===== config.mk =====
export PLATFORM = sky130hd
export DESIGN_NAME = pwmc_ctrl
export DESIGN_NICKNAME = d
export VERILOG_FILES = /design/src/rtl/pwmc_pkg.sv /design/src/rtl/pwmc_form_fsm.sv /design/src/rtl/pwmc_mode_regs.sv /design/src/rtl/pwmc_async_mute.sv /design/src/rtl/pwmc_ctrl.sv
export SDC_FILE = /design/constraint.sdc
export NUM_CORES = 1
export LEC_CHECK = 0
export ABC_AREA = 1
export BUFFER_PORTS_ARGS = -buffer_cell sky130_fd_sc_hd__buf_2
export CAP_MARGIN = 30
export CORE_AREA = 2 2 39 41
export DETAILED_ROUTE_END_ITERATION = 12
export DIE_AREA = 0 0 41 43
export GPL_ROUTABILITY_DRIVEN = 0
export GPL_TIMING_DRIVEN = 0
export HOLD_SLACK_MARGIN = 0.02
export PLACE_DENSITY_LB_ADDON = 0.3
export REMOVE_ABC_BUFFERS = 1
export SKIP_LAST_GASP = 1
export SLEW_MARGIN = 15
export SYNTH_ARGS = -nofsm -noshare
export SYNTH_HDL_FRONTEND = slang
export SYNTH_SLANG_ARGS = --single-unit
export TNS_END_PERCENT = 1

===== constraint.sdc =====
create_clock -name clk -period 0.85 [get_ports clk]
set_input_delay 0.0425 -clock clk [delete_from_list [all_inputs] [get_ports clk]]
set_output_delay 0.0425 -clock clk [all_outputs]
set_load 0.02 [all_outputs]

===== src/rtl/pwmc_pkg.sv =====
package pwmc_pkg;

    localparam int RATE_W = 2;
    localparam int FORM_W = 2;

    typedef enum logic [FORM_W-1:0] {
        FORM1 = 2'd0,
        FORM2 = 2'd1,
        FORM3 = 2'd2,
        FORM4 = 2'd3
    } form_e;

    // Mode fields held from the first control word (form select kept apart)
    typedef struct packed {
        logic [RATE_W-1:0] deemph_sel;
        logic              in_mute;
        logic              src_mute;
        logic              async_sel;
        logic              hp_phase;
    } cfg_t;

    // Noise-shaper flags from the second control word
    typedef struct packed {
        logic ns_5bit;
        logic ns_16x;
    } ns_cfg_t;

    function automatic logic form2_ready(ns_cfg_t ns, logic mclk_sel);
        return ns.ns_5bit && !ns.ns_16x && !mclk_sel;
    endfunction

    function automatic form_e field_to_form(logic [FORM_W-1:0] code);
        return form_e'(code);
    endfunction

endpackage


===== src/rtl/pwmc_form_fsm.sv =====
module pwmc_form_fsm
    import pwmc_pkg::*;
(
    input  logic              clk,
    input  logic              rst,
    input  logic              latch,
    input  logic [FORM_W-1:0] form_sel,
    input  ns_cfg_t           ns,
    input  logic              mclk_sel,
    output form_e             form_q,
    output logic              pending_q
);

    logic req2;
    logic ready;

    assign req2  = (field_to_form(form_sel) == FORM2);
    assign ready = form2_ready(ns, mclk_sel);

    always_ff @(posedge clk) begin
        if (rst) begin
            form_q    <= FORM1;
            pending_q <= 1'b0;
        end else if (latch) begin
            if (form_q == FORM2) begin
                // exit decided by the select field alone
                if (!req2) form_q <= field_to_form(form_sel);
                pending_q <= 1'b0;
            end else if (req2) begin
                if (ready) begin
                    form_q    <= FORM2;
                    pending_q <= 1'b0;
                end else begin
                    pending_q <= 1'b1;
                end
            end else begin
                form_q    <= field_to_form(form_sel);
                pending_q <= 1'b0;
            end
        end
    end

    assert_form2_entry_R7: assert property (@(posedge clk) disable iff (rst)
        (form_q == FORM2 && $past(form_q) != FORM2) |->
            $past(latch && req2 && ready));

    assert_form2_hold_R9: assert property (@(posedge clk) disable iff (rst)
        (form_q == FORM2 && latch && req2) |=> (form_q == FORM2));

    assert_defer_R8: assert property (@(posedge clk) disable iff (rst)
        (latch && req2 && !ready && form_q != FORM2) |=>
            ($stable(form_q) && pending_q));

    assert_pending_excl_R11: assert property (@(posedge clk) disable iff (rst)
        pending_q |-> (form_q != FORM2));

endmodule


===== src/rtl/pwmc_mode_regs.sv =====
module pwmc_mode_regs
    import pwmc_pkg::*;
#(
    parameter int HP_PAIRS = 2,
    localparam int HP_W = 2 * HP_PAIRS
) (
    input  logic              clk,
    input  logic              rst,
    input  logic              latch,
    input  cfg_t              cfg,
    output logic              deemph_en,
    output logic [RATE_W-1:0] deemph_rate,
    output logic              in_mute,
    output logic              src_mute,
    output logic              async_sel,
    output logic [HP_W-1:0]   hp_invert
);

    cfg_t cfg_q;

    always_ff @(posedge clk) begin
        if (rst)        cfg_q <= '0;
        else if (latch) cfg_q <= cfg;
    end

    assign deemph_en   = |cfg_q.deemph_sel;
    assign deemph_rate = cfg_q.deemph_sel;
    assign in_mute     = cfg_q.in_mute;
    assign src_mute    = cfg_q.src_mute;
    assign async_sel   = cfg_q.async_sel;

    // Each pair: channel 1 follows the phase bit, channel 2 always inverted
    for (genvar p = 0; p < HP_PAIRS; p++) begin : g_hp
        assign hp_invert[2*p]   = !cfg_q.hp_phase;
        assign hp_invert[2*p+1] = 1'b1;

        assert_hp_ch2_R10: assert property (@(posedge clk) disable iff (rst)
            latch |=> hp_invert[2*p+1]);
    end

    assert_hold_R2: assert property (@(posedge clk) disable iff (rst)
        !latch |=> ($stable(deemph_rate) && $stable(in_mute) &&
                    $stable(src_mute) && $stable(hp_invert)));

    assert_deemph_R3: assert property (@(posedge clk) disable iff (rst)
        latch |=> (deemph_en == ($past(cfg.deemph_sel) != '0)));

    assert_mutes_R4: assert property (@(posedge clk) disable iff (rst)
        latch |=> (in_mute == $past(cfg.in_mute) &&
                   src_mute == $past(cfg.src_mute)));

endmodule


===== src/rtl/pwmc_async_mute.sv =====
module pwmc_async_mute (
    input  logic clk,
    input  logic rst,
    input  logic async_det,
    input  logic async_sel,
    output logic duty50_q,
    output logic gain_mute_q
);

    always_ff @(posedge clk) begin
        if (rst) begin
            duty50_q    <= 1'b0;
            gain_mute_q <= 1'b0;
        end else begin
            duty50_q    <= async_det && !async_sel;
            gain_mute_q <= async_det && async_sel;
        end
    end

    assert_mute_excl_R5: assert property (@(posedge clk) disable iff (rst)
        !(duty50_q && gain_mute_q));

    assert_duty_on_R5: assert property (@(posedge clk) disable iff (rst)
        (async_det && !async_sel) |=> duty50_q);

endmodule


===== src/rtl/pwmc_ctrl.sv =====
module pwmc_ctrl
    import pwmc_pkg::*;
#(
    parameter int HP_PAIRS = 2,
    localparam int HP_W = 2 * HP_PAIRS
) (
    input  logic              clk,
    input  logic              rst,
    input  logic              latch,
    input  logic [RATE_W-1:0] deemph_sel,
    input  logic              in_mute_bit,
    input  logic              src_mute_bit,
    input  logic              async_mode,
    input  logic [FORM_W-1:0] form_sel,
    input  logic              hp_phase,
    input  logic              ns_5bit,
    input  logic              ns_16x,
    input  logic              mclk_sel,
    input  logic              async_det,
    output logic [FORM_W-1:0] active_form,
    output logic              form2_pending,
    output logic              deemph_en,
    output logic [RATE_W-1:0] deemph_rate,
    output logic              in_mute,
    output logic              src_mute,
    output logic              duty50_mute,
    output logic              gain_zero_mute,
    output logic [HP_W-1:0]   hp_invert
);

    cfg_t    cfg;
    ns_cfg_t ns;
    form_e   form_q;
    logic    async_sel;

    always_comb begin
        cfg.deemph_sel = deemph_sel;
        cfg.in_mute    = in_mute_bit;
        cfg.src_mute   = src_mute_bit;
        cfg.async_sel  = async_mode;
        cfg.hp_phase   = hp_phase;
        ns.ns_5bit     = ns_5bit;
        ns.ns_16x      = ns_16x;
    end

    pwmc_form_fsm u_form (
        .clk       (clk),
        .rst       (rst),
        .latch     (latch),
        .form_sel  (form_sel),
        .ns        (ns),
        .mclk_sel  (mclk_sel),
        .form_q    (form_q),
        .pending_q (form2_pending)
    );

    pwmc_mode_regs #(.HP_PAIRS(HP_PAIRS)) u_regs (
        .clk         (clk),
        .rst         (rst),
        .latch       (latch),
        .cfg         (cfg),
        .deemph_en   (deemph_en),
        .deemph_rate (deemph_rate),
        .in_mute     (in_mute),
        .src_mute    (src_mute),
        .async_sel   (async_sel),
        .hp_invert   (hp_invert)
    );

    pwmc_async_mute u_async (
        .clk         (clk),
        .rst         (rst),
        .async_det   (async_det),
        .async_sel   (async_sel),
        .duty50_q    (duty50_mute),
        .gain_mute_q (gain_zero_mute)
    );

    assign active_form = form_q;

    assert_form_hold_R2: assert property (@(posedge clk) disable iff (rst)
        !latch |=> ($stable(active_form) && $stable(form2_pending)));

endmodule


==> results of run 1 <==
-- logic make-up (layout without fill, tap and decap cells) --
family | Yosys count | after routing
AOI/OAI and AO/OA | 12 | 12
buffers and inverters | 14 | 46
DFF | 11 | 11
other | 1 | 2
and+or+nand+nor | 22 | 22
-- power by group through the flow --
| stage | clock [W] | combinational [W] | sequential (W) |
|---|---|---|---|
| after floorplan | 0 | 0.0000833 | 0.000604 |
| after global placement | 0 | 0.000196 | 0.000572 |
| after detailed placement | 0 | 0.000198 | 0.000573 |
| after CTS | 0.000375 | 0.000236 | 0.000563 |
| after global routing | 0.000399 | 0.000261 | 0.000567 |
| final | 0.000350 | 0.000234 | 0.000563 |
-- cells in the final DEF (no fill, tap or decap), drive strengths merged --
cell type | Yosys | layout
inv | 9 | 9
dlygate4sd3 | 0 | 6
o21ai | 7 | 7
buf | 5 | 27
nand2 | 6 | 6
or2 | 1 | 1
nor3 | 2 | 2
clkbuf | 0 | 4
nand3 | 2 | 2
conb | 1 | 2
dfxtp | 11 | 11
nor2 | 11 | 11
a21oi | 5 | 5
-- final cells by class --
type,count,area (um2)
repair buffers,33,204
multi-input cells,36,163
well taps,16,20.0
flip-flops and latches,11,223
clock buffers,4,26.3
inverters,9,33.8
fillers,148,714
-- worst max path at each step --
| stage | from | to | slack [ps] | depth (start not counted) |
|---|---|---|---|---|
| global route | u_regs.deemph_rate[0]$_SDFFE_PP0P_ | deemph_en | -180 | 2 |
| detailed placement | u_form.form_q[0]$_SDFFE_PP0P_ | u_form.form_q[1]$_SDFFE_PP0P_ | -6 | 6 |
| finish | u_regs.deemph_rate[0]$_SDFFE_PP0P_ | deemph_en | -140 | 2 |
| global placement | u_form.form_q[0]$_SDFFE_PP0P_ | u_form.form_q[1]$_SDFFE_PP0P_ | 4 | 6 |
| floorplan | u_form.form_q[0]$_SDFFE_PP0P_ | u_form.form_q[1]$_SDFFE_PP0P_ | -120 | 6 |
| CTS | u_regs.deemph_rate[0]$_SDFFE_PP0P_ | deemph_en | -160 | 2 |
-- stage by stage --
| step | util | instances | power [W] | instance area (um2) | hold WS, ps |
|---|---|---|---|---|---|
| detailed placement | 0.408 | 98 | 0.000772 | 564 | 266 |
| CTS | 0.484 | 109 | 0.00117 | 669 | 32.9 |
| finish | 0.484 | 109 | 0.00115 | 669 | 47.2 |
| global placement | 0.408 | 98 | 0.000769 | 564 | 264 |
| global route | 0.484 | 109 | 0.00123 | 669 | 65.4 |
| floorplan | - | 56 | 0.000687 | 414 | 112 |
-- per-layer routing --
metal  GRT usage  wire [um]  part of all wire
met1       0.154        437              0.44
met2       0.184        478              0.48
met3      0.0524         70             0.070
met4       0.100         14             0.014
met5           0          0                 0
-- worst reg2reg max path: stages (launching register included) --
cell and delay [ps]:
dfxtp_1 330, inv_1 50, nor2_1 110, nand2_1 70
nand3_1 90, nand2_1 50, a21oi_1 100
-- timing repair --
| item | 4_1_cts | 5_1_grt |
|---|---|---|
| hold buffers | 6 | 0 |
| resized for setup | 5 | 0 |
| setup endpoints to repair | 4 | 8 |
| pin swaps | 1 | 0 |
| endpoints found under the hold margin | 8 | 0 |
| cloned | 0 | 0 |
| buffers inserted | 1 | 0 |
==> flow_summary.json, run 1 <==
{
  "status": "complete, but fails checks",
  "violations": "setup timing",
  "io_buffers": 26,
  "num_vias": 468,
  "slew_violations": 0,
  "synth.most_common_cell": "dfxtp_1",
  "p_leak_nw": 0.352,
  "h-tree-depth": 1,
  "vias_per_cell": 4.29,
  "power_frac_clock": 0.305,
  "skew_ps": 0.308,
  "required_ps": 810,
  "reg2reg_depth": 6,
  "io-pin-count": 29,
  "first_pass_iters": 4,
  "cts_buffers": 3,
  "period_needed_ps": 990,
  "holdPathEnd": "u_form.form_q[1]$_SDFFE_PP0P_",
  "min_path_cells": 3,
  "rr_endpoint": "u_form.form_q[1]$_SDFFE_PP0P_",
  "cts_tree": "done",
  "drc_errors": 0,
  "cts_sinks": 11,
  "ys_seq_elements": 11,
  "grt_pass1_wl_um": 1560,
  "hold_viol": 0,
  "area_growth_syn_to_layout_pct": 49.4,
  "max_cap_viol_count": 0,
  "internal-power_w": 0.000834,
  "crit_fanout": 2,
  "wl_um": 1000,
  "synthAdderAreaFrac": 0,
  "setup-violations-final": 3,
  "insertion_delay_ps": 260,
  "avgSynthCellArea_um2": 7.47,
  "synth_top_area_frac": 0.492,
  "reg2reg_from": "u_form.form_q[0]$_SDFFE_PP0P_",
  "n_antenna_cell": 0,
  "slowest_stage": "dfxtp_2",
  "dieWidth_um": 41,
  "drive_gt1_frac": 0.376,
  "async_flop_share": 0,
  "r2r_slack_ps": -30,
  "grt_antenna_before_repair": 0,
  "yosys.cell_types.count": 13,
  "die_area_mm2": 0.00176,
  "netlist_area_um2": 448,
  "grt-ovfl-total": 0,
  "synth_xor_area_frac": 0,
  "rsz0062_at_grt": "true",
  "yosysSeqAreaShare": 0.492,
  "ir_drop_uv": 765,
  "post-place-ws_ps": -5.98,
  "pwr_density_cell_mw_per_mm2": 1710,
  "finalNetCount": 109,
  "p_comb_frac": 0.204,
  "drt_iter0_drc": 5,
  "grtUsageTotal": 0.132,
  "finalCritPeriodShare": 1.16,
  "power_switching_w": 0.000313,
  "synth_edf_count": 0,
  "netSwitchingFraction": 0.273,
  "synthSimpleGateAreaFrac": 0.207,
  "hold_path.class": "in -> reg",
  "rows": 14,
  "core_area_mm2": 0.00138,
  "synthTopCellsByArea": "dfxtp_1 49%, buf_4 8.4%, nor2_1 8.4%",
  "holdCritStartpoint": "form_sel[1]",
  "cts_root_buf": "clkbuf_4",
  "synth_top_family_by_area": "simple AND/OR/NAND/NOR gates",
  "grt_max_degree": 11,
  "clk_pin_slew_ps": 70,
  "cts_max_path_buffers": 2,
  "critPathLaunchType": "register",
  "netlist_instances": 60,
  "drtAntennaViolNets": 0,
  "synth_compound_area_frac": 0.134,
  "route.detailed.wl_per_inst_um": 9.18,
  "crit_path_end_kind": "primary output",
  "synth_top_cell_by_area": "dfxtp_1",
  "path_class": "reg -> out",
  "ys_top_cells_by_count": "11 x dfxtp_1, 10 x nor2_1, 8 x inv_1",
  "path_cells": "or2_4 > buf_6",
  "cpPeakStageDelay_ps": 320,
  "synth_mux_area_frac": 0,
  "synth_warnings": 0,
  "cp_num_buf_inv": 1,
  "synthFlopType": "dfxtp_1",
  "setup_tns_ps": -212,
  "worstPathArrival_ps": 950,
  "dp_hpwl_um": 688,
  "initial_core_util": 0.324,
  "timing.fmax_ghz": 1.01,
  "seq_power_share": 0.491,
  "grt_pass1_vias": 387,
  "crit_family": "flip-flops",
  "die_h_um": 43,
  "setup_ws_ps": -140
}
Note: power is estimated with default switching activity, not from simulation.
==> run 2, diff against run 1 <==
Settings changed: CORE_AREA 2 2 39 41 to default, CORE_MARGIN from default to 2, CORE_UTILIZATION from default to 36, DIE_AREA 0 0 41 43 to default, SLEW_MARGIN 15 to 20, SYNTH_HIERARCHICAL from default to 1.
==> run 2 against run 1 <==
Effect of this change: the flow still finishes with violations (setup timing); area after synthesis grew 13%; flip-flop and latch count is the same; critical endpoint unchanged; largest cell class unchanged; sequential power is essentially flat; worst hold slack lost 3.2 ps; register-to-register slack lost 20 ps.
==> flow_summary.json, run 2 <==
{
  "critPathLaunchType": "register",
  "dp_hpwl_um": 723,
  "finalCritPeriodShare": 1.17,
  "cts_max_path_buffers": 2,
  "hold_viol": 0,
  "hold_path.class": "in -> reg",
  "synth_mux_area_frac": 0,
  "ir_drop_uv": 814,
  "final_area_um2": 682,
  "synth.most_common_cell": "nand2_1",
  "cts_root_buf": "clkbuf_4",
  "timing.fmax_ghz": 1.00,
  "synth_warnings": 6,
  "cts_tree": "done",
  "period_needed_ps": 996,
  "grt_pass1_vias": 443,
  "die_area_mm2": 0.00172,
  "h-tree-depth": 1,
  "drt_iter0_drc": 8,
  "layout_common_cells": "25 x buf_2, 20 x nand2_1, 16 x nor2_1",
  "netlist_instances": 76,
  "rsz0062_at_grt": "true",
  "vias_per_cell": 4.16,
  "rows": 13,
  "finalNetCount": 121,
  "hold_slack_ps": 44.0,
  "synthAdderAreaFrac": 0,
  "synthTopCellsByArea": "dfxtp_1 44%, nand2_1 15%, nor2_1 12%",
  "slew_violations": 0,
  "setup-violations-final": 4,
  "grtUsageTotal": 0.133,
  "io-pin-count": 29,
  "place_area_um2": 609,
  "num_vias": 499,
  "initial_core_util": 0.388,
  "crit_fanout": 2,
  "worstPathArrival_ps": 950,
  "path_class": "reg -> out",
  "ys_seq_elements": 11,
  "route.detailed.wl_per_inst_um": 8.29,
  "fillers": 129,
  "yosysSeqAreaShare": 0.436,
  "finalPower_w": 0.00116,
  "cts_buffers": 3,
  "die_h_um": 41.5,
  "synthSimpleGateAreaFrac": 0.312,
  "drtAntennaViolNets": 0,
  "core_area_mm2": 0.00130,
  "synth_xor_area_frac": 0,
  "yosys.cell_types.count": 12,
  "drc_errors": 0,
  "setup_ws_ps": -146,
  "ys_top_cells_by_count": "20 x nand2_1, 16 x nor2_1, 14 x inv_1",
  "synth_compound_area_frac": 0.0446,
  "skew_ps": 0.316,
  "max_cap_viol_count": 0,
  "p_leak_nw": 0.407,
  "setup_tns_ps": -299,
  "avgSynthCellArea_um2": 6.65,
  "dieWidth_um": 41.5,
  "synth_top_family_by_area": "simple AND/OR/NAND/NOR gates",
  "crit_path_end_kind": "primary output",
  "grt_antenna_before_repair": 0,
  "pwr_density_cell_mw_per_mm2": 1710,
  "layout_commonest_cell": "buf_2",
  "synth_top_cell_by_area": "dfxtp_1",
  "async_flop_share": 0,
  "io_buffers": 26,
  "n_antenna_cell": 0,
  "netlist_area_um2": 505,
  "cts_sinks": 11,
  "drive_gt1_frac": 0.333,
  "violations": "setup timing",
  "synth_edf_count": 0,
  "area_growth_syn_to_layout_pct": 34.9,
  "grt-ovfl-total": 0,
  "status": "complete, but fails checks",
  "clk_pin_slew_ps": 70,
  "synthFlopType": "dfxtp_1",
  "grt_max_degree": 17,
  "synth_top_area_frac": 0.436,
  "first_pass_iters": 4,
  "grt_pass1_wl_um": 1770,
  "insertion_delay_ps": 260,
  "wl_um": 995,
  "required_ps": 810
}
-- run 2: changes by cell type after synthesis, sizes merged --
cell	delta
buf	+1
nor3	-2
inv	+5
o21ai	-7
nor2	+6
a21oi	-2
o21bai	+1
nand2	+14
-- run 2: per-layer routing --
metal / wire (um) / vias to the layer above / track usage / part of all wire
met5: 0 / - / 0 / 0
met4: 0 / 0 / 0.0774 / 0
met3: 76 / 0 / 0.0435 / 0.076
met2: 464 / 20 / 0.197 / 0.47
met1: 453 / 209 / 0.168 / 0.46
li1: - / 270 / - / -
-- run 2: layout make-up --
type	instances	area [um2]	share of cell area
tap	15	18.8	0.0275
sequential	11	223	0.327
clock buffer	4	26.3	0.0385
timing repair buffer	30	171	0.251
inverter	14	52.6	0.0771
multi-input combinational	46	190	0.279
-- run 2: worst max-delay path, cell delays in order, from the launching register on --
cell	delay (ps)
dfxtp_2	320
or2_4	240
buf_6	130
-- run 2: report_power, final --
part / internal [W] / switching [W]
logic: 0.000103 / 0.000138
registers: 0.000548 / 0.0000153
clock network: 0.000181 / 0.000177
-- run 2: final timing paths --
path                                      startpoint                       endpoint  slack, ps  depth (start not counted)
setup / recovery  u_regs/deemph_rate[0]$_SDFFE_PP0P_                      deemph_en       -150                          2
hold / removal                           form_sel[1]  u_form/form_q[1]$_SDFFE_PP0P_         40                          3
setup reg to reg       u_form/form_q[0]$_SDFFE_PP0P_  u_form/form_q[1]$_SDFFE_PP0P_        -50                          6
hold reg to reg        u_regs/async_sel$_SDFFE_PP0P_    u_async/duty50_q$_SDFF_PP0_        440                          1
-- run 2: kinds of logic after synthesis --
group	Yosys count
AO/OA/AOI/OAI	4
buffers and inverters	20
flip-flops	11
other	1
AND/OR/NAND/NOR	40
-- run 2: per-stage QoR --
step	std cells	worst slack, ps	utilization
finish	120	-146	0.524
floorplan	71	-119	-
detailed placement	112	-32.1	0.468
global route	120	-188	0.524
global placement	112	-7.93	0.468
CTS	120	-150	0.524
-- run 2: repair_timing --
action | in CTS | in global routing
resized for setup | 5 | 0
endpoints found under the setup margin | 5 | 19
setup buffers | 2 | 0
pin swaps | 1 | 0
cloned | 0 | 0
hold buffers | 2 | 0
hold endpoints to repair | 4 | 0
==> run 3, diff against run 2 <==
Settings changed: ABC_AREA 1 to default, CELL_PAD_IN_SITES_DETAIL_PLACEMENT from default to 1, CELL_PAD_IN_SITES_GLOBAL_PLACEMENT from default to 2, CORE_UTILIZATION 36 to 20.
==> run 3 against run 2 <==
Effect of this change: the flow still finishes with violations (setup timing); worst setup slack got worse by 2.6 ps; power rose by 0.32%; synthesized cell count decreased by 38%; largest cell class unchanged; highest routed layer is now met4.
==> flow_summary.json, run 3 <==
{
  "status": "complete, but fails checks",
  "violations": "setup timing",
  "rr_endpoint": "u_regs/deemph_rate[0]$_SDFFE_PP0P_",
  "wl_um": 1110,
  "first_pass_iters": 2,
  "hold_viol": 0,
  "slew_violations": 0,
  "max_cap_viol_count": 0,
  "core_area_mm2": 0.00225,
  "crit_fanout": 2,
  "rows": 17,
  "clk_pin_slew_ps": 80,
  "cpPeakStageDelay_ps": 330,
  "layout_common_cells": "25 x buf_2, 9 x dfxtp_1, 6 x mux2i_1, 6 x nor2_1, 5 x dlygate4sd3_1",
  "cts_root_buf": "clkbuf_4",
  "synth_edf_count": 0,
  "netlist_area_um2": 485,
  "synthAdderAreaFrac": 0,
  "area_growth_syn_to_layout_pct": 45.9,
  "cts_buffers": 3,
  "pwr_density_cell_mw_per_mm2": 1650,
  "synth_top_cell_by_area": "dfxtp_1",
  "die_h_um": 53.3,
  "synthTopCellsByArea": "dfxtp_1 45%, mux2i_1 12%, buf_4 7.7%",
  "drc_errors": 0,
  "synth_compound_area_frac": 0.129,
  "ys_top_cells_by_count": "11 x dfxtp_1, 6 x mux2i_1, 6 x nor2_1",
  "required_ps": 810,
  "synth_warnings": 6,
  "route.detailed.wl_per_inst_um": 10.4,
  "timing.fmax_ghz": 1.00,
  "slowest_stage": "dfxtp_2",
  "drt_iter0_drc": 5,
  "synth_xor_area_frac": 0,
  "place_inst": 96,
  "cts_sinks": 11,
  "io-pin-count": 29,
  "setup-violations-final": 3,
  "synth_mux_area_frac": 0.124,
  "fin_util": 0.314,
  "die_area_mm2": 0.00284,
  "grt_pass1_vias": 390,
  "reg2reg_from": "u_regs/deemph_rate[0]$_SDFFE_PP0P_",
  "yosysSeqAreaShare": 0.454,
  "period_needed_ps": 999,
  "io_buffers": 26,
  "finalPower_w": 0.00117,
  "rsz0062_at_grt": "true",
  "async_flop_share": 0,
  "synth_top_area_frac": 0.454,
  "crit_path_end_kind": "primary output",
  "critical_path.startpoint": "u_regs/deemph_rate[1]$_SDFFE_PP0P_",
  "cts_max_path_buffers": 2,
  "hold_path.class": "in -> reg",
  "dieWidth_um": 53.3,
  "grt_pass1_wl_um": 1760,
  "grt-ovfl-total": 0,
  "dp_hpwl_um": 806,
  "layout_commonest_cell": "buf_2",
  "worstPathArrival_ps": 960,
  "avgSynthCellArea_um2": 10.3,
  "cts_tree": "done",
  "cp_num_buf_inv": 1,
  "h-tree-depth": 1,
  "p_leak_nw": 0.354,
  "initial_core_util": 0.215,
  "yosys.cell_types.count": 19,
  "grt_antenna_before_repair": 0,
  "grt_max_degree": 14,
  "synth_top_family_by_area": "simple AND/OR/NAND/NOR gates",
  "instances_no_fill": 107,
  "ir_drop_uv": 537,
  "synthSimpleGateAreaFrac": 0.147,
  "setup_ws_ps": -149,
  "path_depth": 2,
  "crit_end": "deemph_en",
  "drive_gt1_frac": 0.468,
  "path_cells": "or2_4 > buf_6",
  "r2r_slack_ps": 120,
  "finalNetCount": 95,
  "skew_ps": 0.0949,
  "num_vias": 430,
  "reg2reg_depth": 3,
  "n_antenna_cell": 0,
  "grtUsageTotal": 0.0899,
  "vias_per_cell": 4.02,
  "critPathLaunchType": "register",
  "post-place-ws_ps": 62.5,
  "finalCritPeriodShare": 1.18,
  "insertion_delay_ps": 260,
  "drtAntennaViolNets": 0,
  "netlist_instances": 47,
  "synth.most_common_cell": "dfxtp_1",
  "ys_seq_elements": 11,
  "synthFlopType": "dfxtp_1",
  "path_class": "reg -> out",
  "crit_family": "flip-flops"
}
[run 3: how the worst min path moves through the flow]
stage	from	to	slack, ps	cells past startpoint
final	async_det	u_async/duty50_q$_SDFF_PP0_	20	2
after global placement	in_mute_bit	u_regs/in_mute$_SDFFE_PP0P_	280	3
after global routing	async_det	u_async/duty50_q$_SDFF_PP0_	30	2
after CTS	async_det	u_async/gain_mute_q$_SDFF_PP0_	20	2
after detailed placement	hp_phase	u_regs/cfg_q[0]$_SDFFE_PP0P_	290	3
after floorplan	rst	u_async/duty50_q$_SDFF_PP0_	110	1
[run 3: repair_timing]
item,4_1_cts,5_1_grt
buffers inserted,2,0
pin swaps,1,1
resized for setup,5,0
endpoints found under the hold margin,5,0
endpoints found under the setup margin,5,10
hold buffers,5,0
[run 3: metrics by stage]
stage	setup TNS, ps	area [um2]	hold WS, ps
final	-261	708	25.0
after global routing	-601	708	26.0
after CTS	-325	708	21.1
after detailed placement	0	606	291
after global placement	0	606	281
after floorplan	0	440	113
[run 3: cell type report]
cell class	count	area, um2
fillers	285	1550
flip-flops and latches	11	223
multi-input cells	26	204
repair buffers	33	201
well taps	28	35.0
clock buffers	4	26.3
inverters	5	18.8
[run 3: worst register-to-register path: stages, from the launching register on]
cell,delay (ps)
dfxtp_2,330
buf_4,130
mux2i_1,120
nor2_1,50
[run 3: kinds of logic after synthesis]
family / Yosys count
muxes: 6
other: 1
and+or+nand+nor: 12
DFF: 11
buffers and inverters: 11
AOI/OAI and AO/OA: 6
[run 3: where the power goes]
| group | leakage (nW) | switching (W) | internal (W) |
|---|---|---|---|
| sequential | 0.0913 | 0.0000159 | 0.000545 |
| combinational | 0.247 | 0.000125 | 0.000114 |
| clock | 0.0150 | 0.000187 | 0.000181 |
| total | 0.354 | 0.000327 | 0.000840 |
[run 3: routing by layer]
metal | vias to the layer above | part of all wire | global-route usage
met5 | - | 0 | 0
met4 | 0 | 0.0054 | 0.0513
met3 | 2 | 0.058 | 0.0254
met2 | 12 | 0.49 | 0.140
met1 | 202 | 0.44 | 0.109
li1 | 214 | - | -
